$ cat config.mk
export PLATFORM = sky130hd
export DESIGN_NAME = dsadc_seq
export DESIGN_NICKNAME = d
export VERILOG_FILES = /design/src/rtl/dsadc_pkg.sv /design/src/rtl/dsadc_seq_core.sv /design/src/rtl/dsadc_phase_dec.sv /design/src/rtl/dsadc_seq.sv
export SDC_FILE = /design/constraint.sdc
export NUM_CORES = 1
export LEC_CHECK = 0
export BUFFER_PORTS_ARGS = -buffer_cell sky130_fd_sc_hd__buf_2
export CAP_MARGIN = 0
export CORE_MARGIN = 10
export CORE_UTILIZATION = 58
export CTS_CLUSTER_DIAMETER = 50
export DETAILED_ROUTE_END_ITERATION = 7
export PLACE_DENSITY = 0.79
export SETUP_SLACK_MARGIN = 0.15
export SLEW_MARGIN = 25
export SYNTH_ARGS = -nofsm -noshare
export SYNTH_HDL_FRONTEND = slang
export SYNTH_SLANG_ARGS = --single-unit
$ cat constraint.sdc
create_clock -name clk_i -period 2.7 [get_ports clk_i]
set_input_delay 0.54 -clock clk_i [delete_from_list [all_inputs] [get_ports clk_i]]
set_output_delay 0.54 -clock clk_i [all_outputs]
set_load 0.02 [all_outputs]
$ cat src/rtl/dsadc_pkg.sv
package dsadc_pkg;
    typedef enum logic [1:0] {
        PH_AZ = 2'd0,
        PH_SI = 2'd1,
        PH_DI = 2'd2,
        PH_ZI = 2'd3
    } phase_e;

    localparam int NUM_PHASES = 4;
endpackage

$ cat src/rtl/dsadc_seq_core.sv
module dsadc_seq_core
    import dsadc_pkg::*;
#(
    parameter int INT_CLKS = 10000,
    parameter int DI_MAX   = 20001,
    parameter int ZI_NORM  = 200,
    parameter int ZI_OVR   = 6200,
    parameter int CYCLE    = 40000,
    localparam int CW      = $clog2(CYCLE),
    localparam int RW      = $clog2(DI_MAX + 1)
) (
    input  logic          clk_i,
    input  logic          rst_i,
    input  logic          cmp_pos_i,
    output phase_e        phase_o,
    output logic          pol_o,
    output logic [RW-1:0] result_o,
    output logic          ovr_o
);
    localparam logic [CW-1:0] CYC_LAST     = CW'(CYCLE - 1);
    localparam logic [CW-1:0] SI_LAST      = CW'(INT_CLKS - 1);
    localparam logic [CW-1:0] DI_LAST      = CW'(DI_MAX - 1);
    localparam logic [CW-1:0] ZN_LAST      = CW'(ZI_NORM - 1);
    localparam logic [CW-1:0] ZO_LAST      = CW'(ZI_OVR - 1);
    localparam logic [CW-1:0] CNT_ONE      = CW'(1);
    localparam logic [RW-1:0] RES_FULL     = RW'(DI_MAX);

    typedef struct packed {
        phase_e          ph;
        logic [CW-1:0]   cyc;
        logic [CW-1:0]   cnt;
        logic            pol;
        logic [RW-1:0]   res;
        logic            ovr;
    } seq_st_t;

    seq_st_t st_d, st_q;
    logic [CW-1:0] zi_last;

    always_comb begin
        st_d     = st_q;
        zi_last  = st_q.ovr ? ZO_LAST : ZN_LAST;
        // frame counter wraps so the signal-integrate start is always cyc 0
        st_d.cyc = (st_q.cyc == CYC_LAST) ? '0 : st_q.cyc + CNT_ONE;
        st_d.cnt = st_q.cnt + CNT_ONE;
        unique case (st_q.ph)
            PH_AZ: begin
                st_d.cnt = '0;
                if (st_q.cyc == CYC_LAST) begin
                    st_d.ph = PH_SI;
                end
            end
            PH_SI: begin
                if (st_q.cnt == SI_LAST) begin
                    st_d.pol = cmp_pos_i;
                    st_d.ph  = PH_DI;
                    st_d.cnt = '0;
                end
            end
            PH_DI: begin
                if (cmp_pos_i != st_q.pol) begin
                    st_d.res = RW'(st_q.cnt);
                    st_d.ovr = 1'b0;
                    st_d.ph  = PH_ZI;
                    st_d.cnt = '0;
                end else if (st_q.cnt == DI_LAST) begin
                    st_d.res = RES_FULL;
                    st_d.ovr = 1'b1;
                    st_d.ph  = PH_ZI;
                    st_d.cnt = '0;
                end
            end
            PH_ZI: begin
                if (st_q.cnt == zi_last) begin
                    st_d.ph  = PH_AZ;
                    st_d.cnt = '0;
                end
            end
            default: st_d.ph = PH_AZ;
        endcase
    end

    always_ff @(posedge clk_i) begin
        if (rst_i) begin
            st_q <= '0;
        end else begin
            st_q <= st_d;
        end
    end

    assign phase_o  = st_q.ph;
    assign pol_o    = st_q.pol;
    assign result_o = st_q.res;
    assign ovr_o    = st_q.ovr;
endmodule

$ cat src/rtl/dsadc_phase_dec.sv
module dsadc_phase_dec
    import dsadc_pkg::*;
(
    input  phase_e                  phase_i,
    output logic [NUM_PHASES-1:0]   sel_o
);
    for (genvar g = 0; g < NUM_PHASES; g++) begin : g_sel
        assign sel_o[g] = (phase_i == phase_e'(g));
    end
endmodule

$ cat src/rtl/dsadc_seq.sv
module dsadc_seq #(
    parameter int INT_CLKS = 10000,
    parameter int DI_MAX   = 20001,
    parameter int ZI_NORM  = 200,
    parameter int ZI_OVR   = 6200,
    parameter int CYCLE    = 40000
) (
    input  logic                          clk_i,
    input  logic                          rst_i,
    input  logic                          cmp_pos_i,
    output logic [3:0]                    phase_o,
    output logic                          busy_o,
    output logic                          pol_o,
    output logic [$clog2(DI_MAX+1)-1:0]   result_o,
    output logic                          ovr_o
);
    import dsadc_pkg::*;

    phase_e ph;

    dsadc_seq_core #(
        .INT_CLKS (INT_CLKS),
        .DI_MAX   (DI_MAX),
        .ZI_NORM  (ZI_NORM),
        .ZI_OVR   (ZI_OVR),
        .CYCLE    (CYCLE)
    ) u_core (
        .clk_i     (clk_i),
        .rst_i     (rst_i),
        .cmp_pos_i (cmp_pos_i),
        .phase_o   (ph),
        .pol_o     (pol_o),
        .result_o  (result_o),
        .ovr_o     (ovr_o)
    );

    dsadc_phase_dec u_dec (
        .phase_i (ph),
        .sel_o   (phase_o)
    );

    assign busy_o = phase_o[1] | phase_o[2];
endmodule

==> results.py, run 1 <==
metrics = {
    "timing": {
        "final-hold-violation-count": 0,
        "period_share_pct": 81.8,
        "final_max_slew_viol_count": 0,
        "slew_headroom_pct": 57.9,
        "skew_ns": 0.00536,
        "rsz0062_at_grt": "no",
        "min_period_ns": 2.21,
        "final-setup-viol-count": 0,
        "fin_setup_tns_ns": 0,
        "tightest_slew_ns": 0.632,
        "fmax_ghz": 0.453,
    },
    "synthesis": {
        "ys.flop_type": "dfxtp_1",
        "synth_edf_count": 0,
        "synthTopCellsByArea": "dfxtp_1, xor2_1, nor2_1",
        "synth_top_family_by_area": "simple AND/OR/NAND/NOR gates",
        "synth.area.mux_share_pct": 0.809,
        "syn-cell-area_um2": 2470,
        "synthXorXnorAreaFrac_pct": 10.3,
        "yosys.area.top_type": "dfxtp_1",
        "yosys.cell_types.count": 40,
        "synth_compound_area_share_pct": 7.03,
        "ys_ff_latch": 51,
        "synthAdderAreaFrac_pct": 3.54,
        "ys_async_sr_fraction_pct": 0,
        "synth-simple-area-share_pct": 27.5,
        "ys_seq_area_share_pct": 41.3,
        "syn_inst": 285,
        "synth_top_area_share_pct": 41.3,
        "syn_area_per_cell_um2": 8.68,
        "synth_fp_nets": 295,
        "yosys_warnings": 0,
    },
    "clock_network": {
        "cts_tree": "yes",
        "h-tree-depth": 2,
        "clkTransAtPathRegs_ns": 0.09,
        "root_buffer": "clkbuf_8",
        "clock_path_buffers": 2,
        "cts-buffers-inserted": 5,
        "cts_hold_buf": 0,
        "postCtsSetupRepairBufs": 0,
        "cts_sinks": 51,
        "post_cts_resize_count": 0,
        "worstSkewPairLatency_ns": 0.31,
    },
    "cells_and_area": {
        "syn_to_final_growth_pct": 3.79,
        "stdcell_count": 335,
        "diodes": 0,
        "nets": 294,
        "drive_gt1_share_pct": 14.7,
        "nFillCells": 354,
        "fin_util_pct": 63.3,
    },
    "route": {
        "wl_per_cell_um": 14.9,
        "vias": 1903,
        "firstDrtPassIters": 5,
        "drc_errors": 0,
        "ant_nets": 0,
        "routed_via_density": 5.68,
        "wl_mm": 4.98,
        "drt_iter0_drc": 221,
    },
    "worst_setup_path": {
        "slowest_delay_ns": 0.57,
        "cp_max_fo": 16,
        "cpMaxStageDelayCell": "or4_4",
        "worstSetupPathType": "reg2reg",
        "cp_top_family": "simple AND/OR/NAND/NOR gates",
        "cp.arrival_ns": 2.39,
        "path_cells": "or4_4 -> nor4_2 -> o2bb2ai_1 -> a21oi_4 -> nor3_1",
        "startpoint": "u_core.st_q[25]",
        "critPathRequiredTime_ns": 2.88,
        "timing.rr.start": "u_core.st_q[25]",
        "start_kind": "flop",
        "critical_path_buf_inv_count": 0,
        "endpoint_kind": "flop",
    },
    "global_route": {
        "grt_pass1_wl_mm": 8.72,
        "grt_pass1_vias": 1900,
        "grt_antenna_before_repair": 0,
        "grt_overflow_total": 0,
        "grtUsageTotal_pct": 14.3,
        "grt_max_degree": 20,
    },
    "place": {
        "post-place-cells": 327,
        "numPortBuffers": 24,
        "gp_congestion": 0.856,
        "dpl.hpwl_mm": 3.51,
    },
    "floorplanning": {
        "dieArea_um2": 7280,
        "start_util_pct": 61.0,
        "rows": 23,
        "die_w_um": 85.3,
        "dieHeight_um": 85.3,
        "core_um2": 4060,
        "num_io_pins": 25,
    },
    "min_path": {
        "hold_path.class": "reg2reg",
        "hold_start": "u_core.result_o[1]",
    },
    "power": {
        "p_leak_nw": 0.918,
        "powerDensity_nw_per_um2": 527,
        "p_total_mw": 1.35,
        "peakVddDrop_v": 0.000353,
    },
    "status": {
        "outcome": "finished clean",
    },
    "flow_run": {
        "cap_violations": 0,
    },
}
## tightest hold or removal path, cell delays in order (launching register included)
cell	delay, ns
dfxtp_1	0.32
nand3_1	0.06
a21oi_1	0.06
## through the flow
step	cell area, um2	setup WS, ns	hold WS (ns)
2_1_floorplan	2470	0.726	0.430
3_3_place_gp	2460	0.576	0.450
3_5_place_dp	2460	0.500	0.456
4_1_cts	2570	0.490	0.469
5_1_grt	2570	0.367	0.499
6_report	2570	0.492	0.468
## metal layers
layer	global-route usage, %	share of wire [%]	up-vias
li1	-	-	951
met1	18.3	49	889
met4	8.08	1.9	0
met3	3.63	5.8	9
met5	0	0	-
met2	21.4	44	54
## cell usage in the layout, fill, tap and decap left out, drive strengths merged, types with 4 or more instances in the layout
master,netlist,layout
and4,4,4
inv,12,12
nand3,23,23
dfxtp,51,51
nand4,6,6
a21oi,10,10
xnor2,13,13
a211oi,5,5
xor2,16,16
nor4,5,5
buf,20,24
clkbuf,12,7
nor3,18,18
nor2,34,34
nand2,22,22
ha,7,7
## area by class of cell
type                       count  area, um2  share of cell area, %
sequential                    51       1020                   39.8
clock buffer                   7       96.3                   3.75
clock inverter                 1       7.51                  0.292
multi-input combinational    190       1210                   47.3
timing repair buffer          24        120                   4.68
inverter                      12       45.0                   1.75
tap                           50       62.6                   2.44
## cell families after synthesis
kind of cell | count (synthesis)
flops | 51
compound gates | 22
fa+ha+maj | 7
xor+xnor | 29
buf+inv | 44
simple gates | 130
mux | 2
## sequential cells by signal (all words and copies together) (netlist names)
name / count
u_core.result_o: 15
u_core.phase_o: 2
u_core.pol_o: 1
u_core.st_q: 32
u_core.ovr_o: 1
## power by group
group	switching (mW)	internal (mW)	total (mW)	leakage, nW
combinational	0.0682	0.0309	0.0991	0.457
clock	0.253	0.233	0.486	0.0505
sequential	0.00732	0.759	0.766	0.411
## synthesized netlist by cell type, types with 3 or more instances
cell type,number
a211oi_1,5
a21oi_1,9
and3_1,3
and4_1,4
buf_4,15
clkbuf_1,12
dfxtp_1,51
ha_1,7
inv_1,12
nand2_1,21
nand3_1,23
nand4_1,6
nor2_1,34
nor3_1,18
nor4_1,3
or2_2,3
xnor2_1,13
xor2_1,16
## worst paths after layout
check / end / cells after the start / slack (ns)
worst min register to register: u_core.result_o[1] / 2 / 0.47
worst min-delay path: u_core.result_o[1] / 2 / 0.47
worst max-delay path: u_core.st_q[25] / 5 / 0.49
worst max register to register: u_core.st_q[25] / 5 / 0.49
No activity file was read; power rests on OpenSTA's default activity.
==> run 2, diff against run 1 <==
- CORE_UTILIZATION: 58 -> 52
- PLACE_DENSITY: 0.79 -> 0.74
- clock period: 2.7 -> 1.98 ns (I/O delays scaled with it)
==> run 2 against run 1 <==
Count of clock-buffer cells in the layout is 1 lower. Critical path type unchanged. Critical endpoint is now u_core.st_q[30]. Non-clock buffer count rose by 17. Sequential share of layout area shrank 4.9 points. Highest routed layer unchanged.
==> results.py, run 2 (synthesized netlist as in run 1, its figures left out) <==
metrics = {
    "power": {
        "switching_share_pct": 22.5,
        "p_leak_nw": 1.13,
        "p_int_mw": 1.63,
        "p_clk_share_pct": 40.1,
        "powerDensity_nw_per_um2": 711,
        "p_switching_mw": 0.473,
        "peakVddDrop_v": 0.000530,
        "p_comb_share_pct": 10.0,
        "p_total_mw": 2.10,
        "seqPwrFrac_pct": 49.9,
    },
    "cells_and_area": {
        "layout_commonest_cell": "dfxtp_1",
        "regMostFlops": "u_core.st_q",
        "nets": 312,
        "largest_reg_flops": 32,
        "fin_util_pct": 63.3,
        "mostFrequentLayoutCells": "dfxtp_1, nor2_1, buf_2",
        "drive_gt1_share_pct": 27.4,
        "diodes": 0,
        "syn_to_final_growth_pct": 19.3,
    },
    "route": {
        "topRoutingLayerUsed": "met4",
        "met2WireLength_mm": 2.59,
        "wl_per_cell_um": 16.3,
        "firstDrtPassIters": 4,
        "wl_mm": 5.83,
        "wl_met1_mm": 2.61,
        "drt_iter0_drc": 316,
        "route.met3.wl_um": 558,
        "vias": 1998,
        "ant_nets": 0,
        "routed_via_density": 5.60,
        "drc_errors": 0,
    },
    "clock_network": {
        "cts-buffers-inserted": 5,
        "cts_hold_buf": 0,
        "root_buffer": "clkbuf_8",
        "cts_tree": "yes",
        "clkTransAtPathRegs_ns": 0.09,
        "h-tree-depth": 2,
        "cts_sinks": 51,
        "worstSkewPairLatency_ns": 0.30,
        "clock_path_buffers": 2,
    },
    "floorplanning": {
        "dieArea_um2": 7920,
        "rows": 25,
        "start_util_pct": 53.1,
        "core_um2": 4660,
        "die_w_um": 89.0,
        "num_io_pins": 25,
        "dieHeight_um": 89.0,
    },
    "worst_setup_path": {
        "worstSetupPathType": "reg2reg",
        "critPathRequiredTime_ns": 2.15,
        "slowest_delay_ns": 0.57,
        "path_cells": "or4_4 -> nor4_4 -> o2bb2ai_4 -> a21oi_4 -> buf_12 -> nor3_2",
        "cp.arrival_ns": 2.12,
        "cp_max_fo": 8,
        "cp_top_family": "simple AND/OR/NAND/NOR gates",
        "startpoint": "u_core.st_q[30]",
        "cpMaxStageDelayCell": "or4_4",
        "timing.rr.start": "u_core.st_q[30]",
        "start_kind": "flop",
        "endpoint_kind": "flop",
        "critical_path_buf_inv_count": 1,
    },
    "timing": {
        "holdWs_ns": 0.370,
        "period_share_pct": 98.4,
        "final_max_slew_viol_count": 0,
        "skew_ns": 0.0138,
        "fmax_ghz": 0.513,
        "min_period_ns": 1.95,
        "final-hold-violation-count": 0,
        "tightest_slew_ns": 0.534,
        "final-setup-viol-count": 0,
        "rsz0062_at_grt": "yes",
        "slew_headroom_pct": 64.4,
    },
    "min_path": {
        "hold_start": "cmp_pos_i",
        "hold_path.class": "in2reg",
    },
    "place": {
        "gp_congestion": 0.859,
        "numPortBuffers": 24,
        "dpl.hpwl_mm": 3.69,
    },
    "global_route": {
        "grt_overflow_total": 0,
        "grt_pass1_wl_mm": 8.47,
        "grt_max_degree": 20,
        "grt_antenna_before_repair": 0,
        "grt_pass1_vias": 1765,
        "grtUsageTotal_pct": 13.6,
    },
    "status": {
        "outcome": "finished clean",
    },
    "flow_run": {
        "cap_violations": 0,
    },
}
==> run 2: cell count changes in the layout (fill, tap and decap cells not counted), moves of 4 or more <==
| cell | before | now |
|---|---|---|
| dfxtp_2 | 0 | 6 |
| nor3_4 | 0 | 4 |
| dfxtp_1 | 51 | 45 |
| buf_4 | 0 | 14 |
| nor3_1 | 18 | 8 |
| nor3_2 | 0 | 6 |
==> run 2: worst min-delay path, stage by stage <==
cell and delay [ns]:
buf_2 0.10, mux2i_1 0.06, nor2_1 0.08
==> run 2: routing by layer <==
layer	track usage (%)	vias to the layer above
li1	-	992
met1	18.2	916
met2	20.9	80
met3	3.28	10
met4	4.34	0
met5	0	-
==> run 2: metrics by stage <==
| step | cell area, um2 | setup TNS (ns) | instances | worst slack, ns |
|---|---|---|---|---|
| after global routing | 2950 | -0.462 | 357 | -0.104 |
| final | 2950 | 0 | 357 | 0.0313 |
| after CTS | 2760 | 0 | 353 | 0.0791 |
| after floorplan | 2520 | 0 | 285 | 0.0798 |
| after global placement | 2620 | 0 | 345 | 0.0726 |
| after detailed placement | 2620 | 0 | 345 | 0.0799 |
==> run 2: timing repair <==
item                                   4_1_cts  5_1_grt
setup endpoints to repair                   34       49
pin swaps                                    0       12
cloned                                       0        2
resized for setup                            1       29
endpoints found under the hold margin        0        0
buffers inserted                             0        2
==> run 2: power by group through the flow <==
stage               Clock, mW  Combinational, mW  Sequential [mW]
finish                  0.841              0.211             1.05
global route            0.883              0.223             1.05
CTS                     0.846              0.160             1.04
detailed placement          0              0.160             1.07
global placement            0              0.157             1.07
floorplan                   0              0.118             1.07
==> run 2: cell type report <==
class | instances | area (um2)
clock inverters | 2 | 60.1
clock buffers | 6 | 72.6
well taps | 54 | 67.6
flip-flops and latches | 51 | 1030
inverters | 12 | 45.0
fillers | 375 | 1710
multi-input cells | 191 | 1400
repair buffers | 41 | 282
==> run 2: worst paths after layout <==
check	end	slack [ns]	cells after the start
worst max-delay path	u_core.st_q[30]	0.03	6
worst min-delay path	u_core.pol_o	0.37	3
worst max register to register	u_core.st_q[30]	0.03	6
worst min register to register	u_core.result_o[3]	0.47	2
==> run 3, diff against run 2 <==
- CORE_UTILIZATION: 52 -> 58
- PLACE_DENSITY: 0.74 -> 0.79
- clock period: 1.98 -> 2.1 ns (I/O delays scaled with it)
==> run 3 against run 2 <==
Combinational power down 29%. Clock power down 33%. Final cell count down 2.0%. Clock skew down 0.0081 ns. Non-clock buffer count down 2. First-iteration DRC count down 44%. Routed wire length down 12%. Largest cell class unchanged. Critical path depth up 1. Maximum frequency up 3.2%. Register-to-register slack better by 0.18 ns. Power down 19%.
==> results.py, run 3 (synthesized netlist as in run 1, its figures left out) <==
metrics = {
    "status": {
        "outcome": "finished clean",
    },
    "worst_setup_path": {
        "slowest_delay_ns": 0.57,
        "critical_path_buf_inv_count": 2,
        "r2r_setup_slack_ns": 0.21,
        "timing.rr.end": "u_core.st_q[28]",
        "reg2reg_depth": 7,
        "cpMaxStageDelayCell": "or4_4",
        "start_kind": "flop",
        "cp_max_fo": 16,
        "cp_top_family": "simple AND/OR/NAND/NOR gates",
        "timing.rr.start": "u_core.st_q[30]",
        "endpoint_kind": "flop",
        "critPathRequiredTime_ns": 2.28,
        "worstSetupPathType": "reg2reg",
        "path_cells": "or4_4 -> nor4_4 -> o211ai_2 -> buf_4 -> a21oi_4 -> buf_12 -> nor3_1",
        "cp.arrival_ns": 2.07,
    },
    "clock_network": {
        "root_buffer": "clkbuf_8",
        "cts_sinks": 51,
        "clkTransAtPathRegs_ns": 0.09,
        "worstSkewPairLatency_ns": 0.30,
        "clock_path_buffers": 2,
        "h-tree-depth": 2,
        "cts_hold_buf": 0,
        "cts-buffers-inserted": 5,
        "cts_tree": "yes",
    },
    "min_path": {
        "hold_path.class": "in2reg",
        "hold_start": "cmp_pos_i",
        "hold_end": "u_core.pol_o",
        "hold_depth": 3,
    },
    "power": {
        "powerDensity_nw_per_um2": 630,
        "p_leak_nw": 1.00,
        "peakVddDrop_v": 0.000361,
    },
    "route": {
        "drc_errors": 0,
        "drt_iter0_drc": 176,
        "vias": 1967,
        "ant_nets": 0,
        "wl_mm": 5.11,
        "firstDrtPassIters": 4,
        "routed_via_density": 5.62,
        "wl_per_cell_um": 14.6,
    },
    "floorplanning": {
        "dieHeight_um": 85.3,
        "rows": 23,
        "num_io_pins": 25,
        "core_um2": 4060,
        "die_w_um": 85.3,
        "dieArea_um2": 7280,
        "start_util_pct": 61.0,
    },
    "cells_and_area": {
        "syn_to_final_growth_pct": 9.10,
        "drive_gt1_share_pct": 20.0,
        "fin_util_pct": 66.5,
        "regMostFlops": "u_core.st_q",
        "layout_commonest_cell": "dfxtp_1",
        "diodes": 0,
        "mostFrequentLayoutCells": "dfxtp_1, nor2_1, buf_2",
        "nets": 309,
        "largest_reg_flops": 32,
    },
    "place": {
        "gp_congestion": 0.833,
        "dpl.hpwl_mm": 3.64,
        "numPortBuffers": 24,
    },
    "timing": {
        "min_period_ns": 1.89,
        "final-hold-violation-count": 0,
        "final_max_slew_viol_count": 0,
        "final-setup-viol-count": 0,
        "rsz0062_at_grt": "yes",
        "tightest_slew_ns": 0.396,
        "fmax_ghz": 0.530,
        "slew_headroom_pct": 73.5,
        "fin_setup_tns_ns": 0,
        "period_share_pct": 89.9,
        "skew_ns": 0.00569,
    },
    "global_route": {
        "grt_max_degree": 20,
        "grt_overflow_total": 0,
        "grt_pass1_wl_mm": 8.61,
        "grt_pass1_vias": 1817,
        "grt_antenna_before_repair": 0,
        "grtUsageTotal_pct": 14.0,
    },
    "flow_run": {
        "cap_violations": 0,
    },
}
## run 3: cell count changes in the layout (fill, tap and decap cells not counted), sizes merged
cell / before / now
bufinv: 2 / 0
buf: 40 / 39
nand2: 23 / 22
clkbuf: 7 / 5
inv: 12 / 13
clkinv: 0 / 2
## run 3: how the worst max path moves through the flow
| stage | from | endpoint | slack, ns | depth (start not counted) |
|---|---|---|---|---|
| after floorplan | u_core.st_q[25] | u_core.phase_o[0] | 0.16 | 6 |
| after global placement | u_core.st_q[30] | u_core.phase_o[0] | 0.19 | 5 |
| after detailed placement | u_core.st_q[30] | u_core.result_o[0] | 0.13 | 4 |
| after CTS | u_core.st_q[20] | u_core.phase_o[1] | 0.15 | 5 |
| after global routing | u_core.st_q[33] | u_core.phase_o[1] | 0.10 | 6 |
| final | u_core.st_q[30] | u_core.st_q[28] | 0.21 | 7 |
## run 3: power by group
part / total [mW] / internal (mW) / switching (mW)
registers: 0.986 / 0.976 / 0.00993
clock network: 0.564 / 0.235 / 0.329
logic: 0.150 / 0.0576 / 0.0923
total: 1.70 / 1.27 / 0.431
## run 3: cell type report
cell class	count	area [um2]
Fill cell	335	1360
Inverter	12	45.0
Timing Repair Buffer	39	245
Multi-Input combinational cell	190	1240
Sequential cell	51	1020
Tap cell	50	62.6
Clock buffer	5	68.8
Clock inverter	3	18.8
## run 3: tightest hold or removal path, delay by kind of cell
kind | cells | cell delay (ns)
muxes | 1 | 0.06
buffers and inverters | 1 | 0.09
and+or+nand+nor | 1 | 0.07
## run 3: per-stage QoR
| stage | area [um2] | setup slack (ns) | hold slack [ns] | power (mW) | cells |
|---|---|---|---|---|---|
| 2_1_floorplan | 2480 | 0.160 | 0.430 | 1.12 | 285 |
| 3_3_place_gp | 2590 | 0.187 | 0.447 | 1.15 | 341 |
| 3_5_place_dp | 2590 | 0.131 | 0.456 | 1.16 | 341 |
| 4_1_cts | 2680 | 0.154 | 0.377 | 1.71 | 349 |
| 5_1_grt | 2700 | 0.105 | 0.419 | 1.76 | 350 |
| 6_report | 2700 | 0.211 | 0.375 | 1.70 | 350 |
## run 3: metal layers
| metal | track usage (%) | up-vias | wire length (um) | part of all wire (%) |
|---|---|---|---|---|
| met1 | 18.4 | 918 | 2410 | 47 |
| met5 | 0 | - | 0 | 0 |
| met2 | 20.8 | 63 | 2150 | 42 |
| li1 | - | 981 | - | - |
| met4 | 4.34 | 0 | 52 | 1.0 |
| met3 | 5.16 | 5 | 486 | 9.5 |
## run 3: timing repair
item	in CTS	in global routing
pin swaps	2	4
buffers inserted	0	1
setup endpoints to repair	9	32
resized for setup	1	2
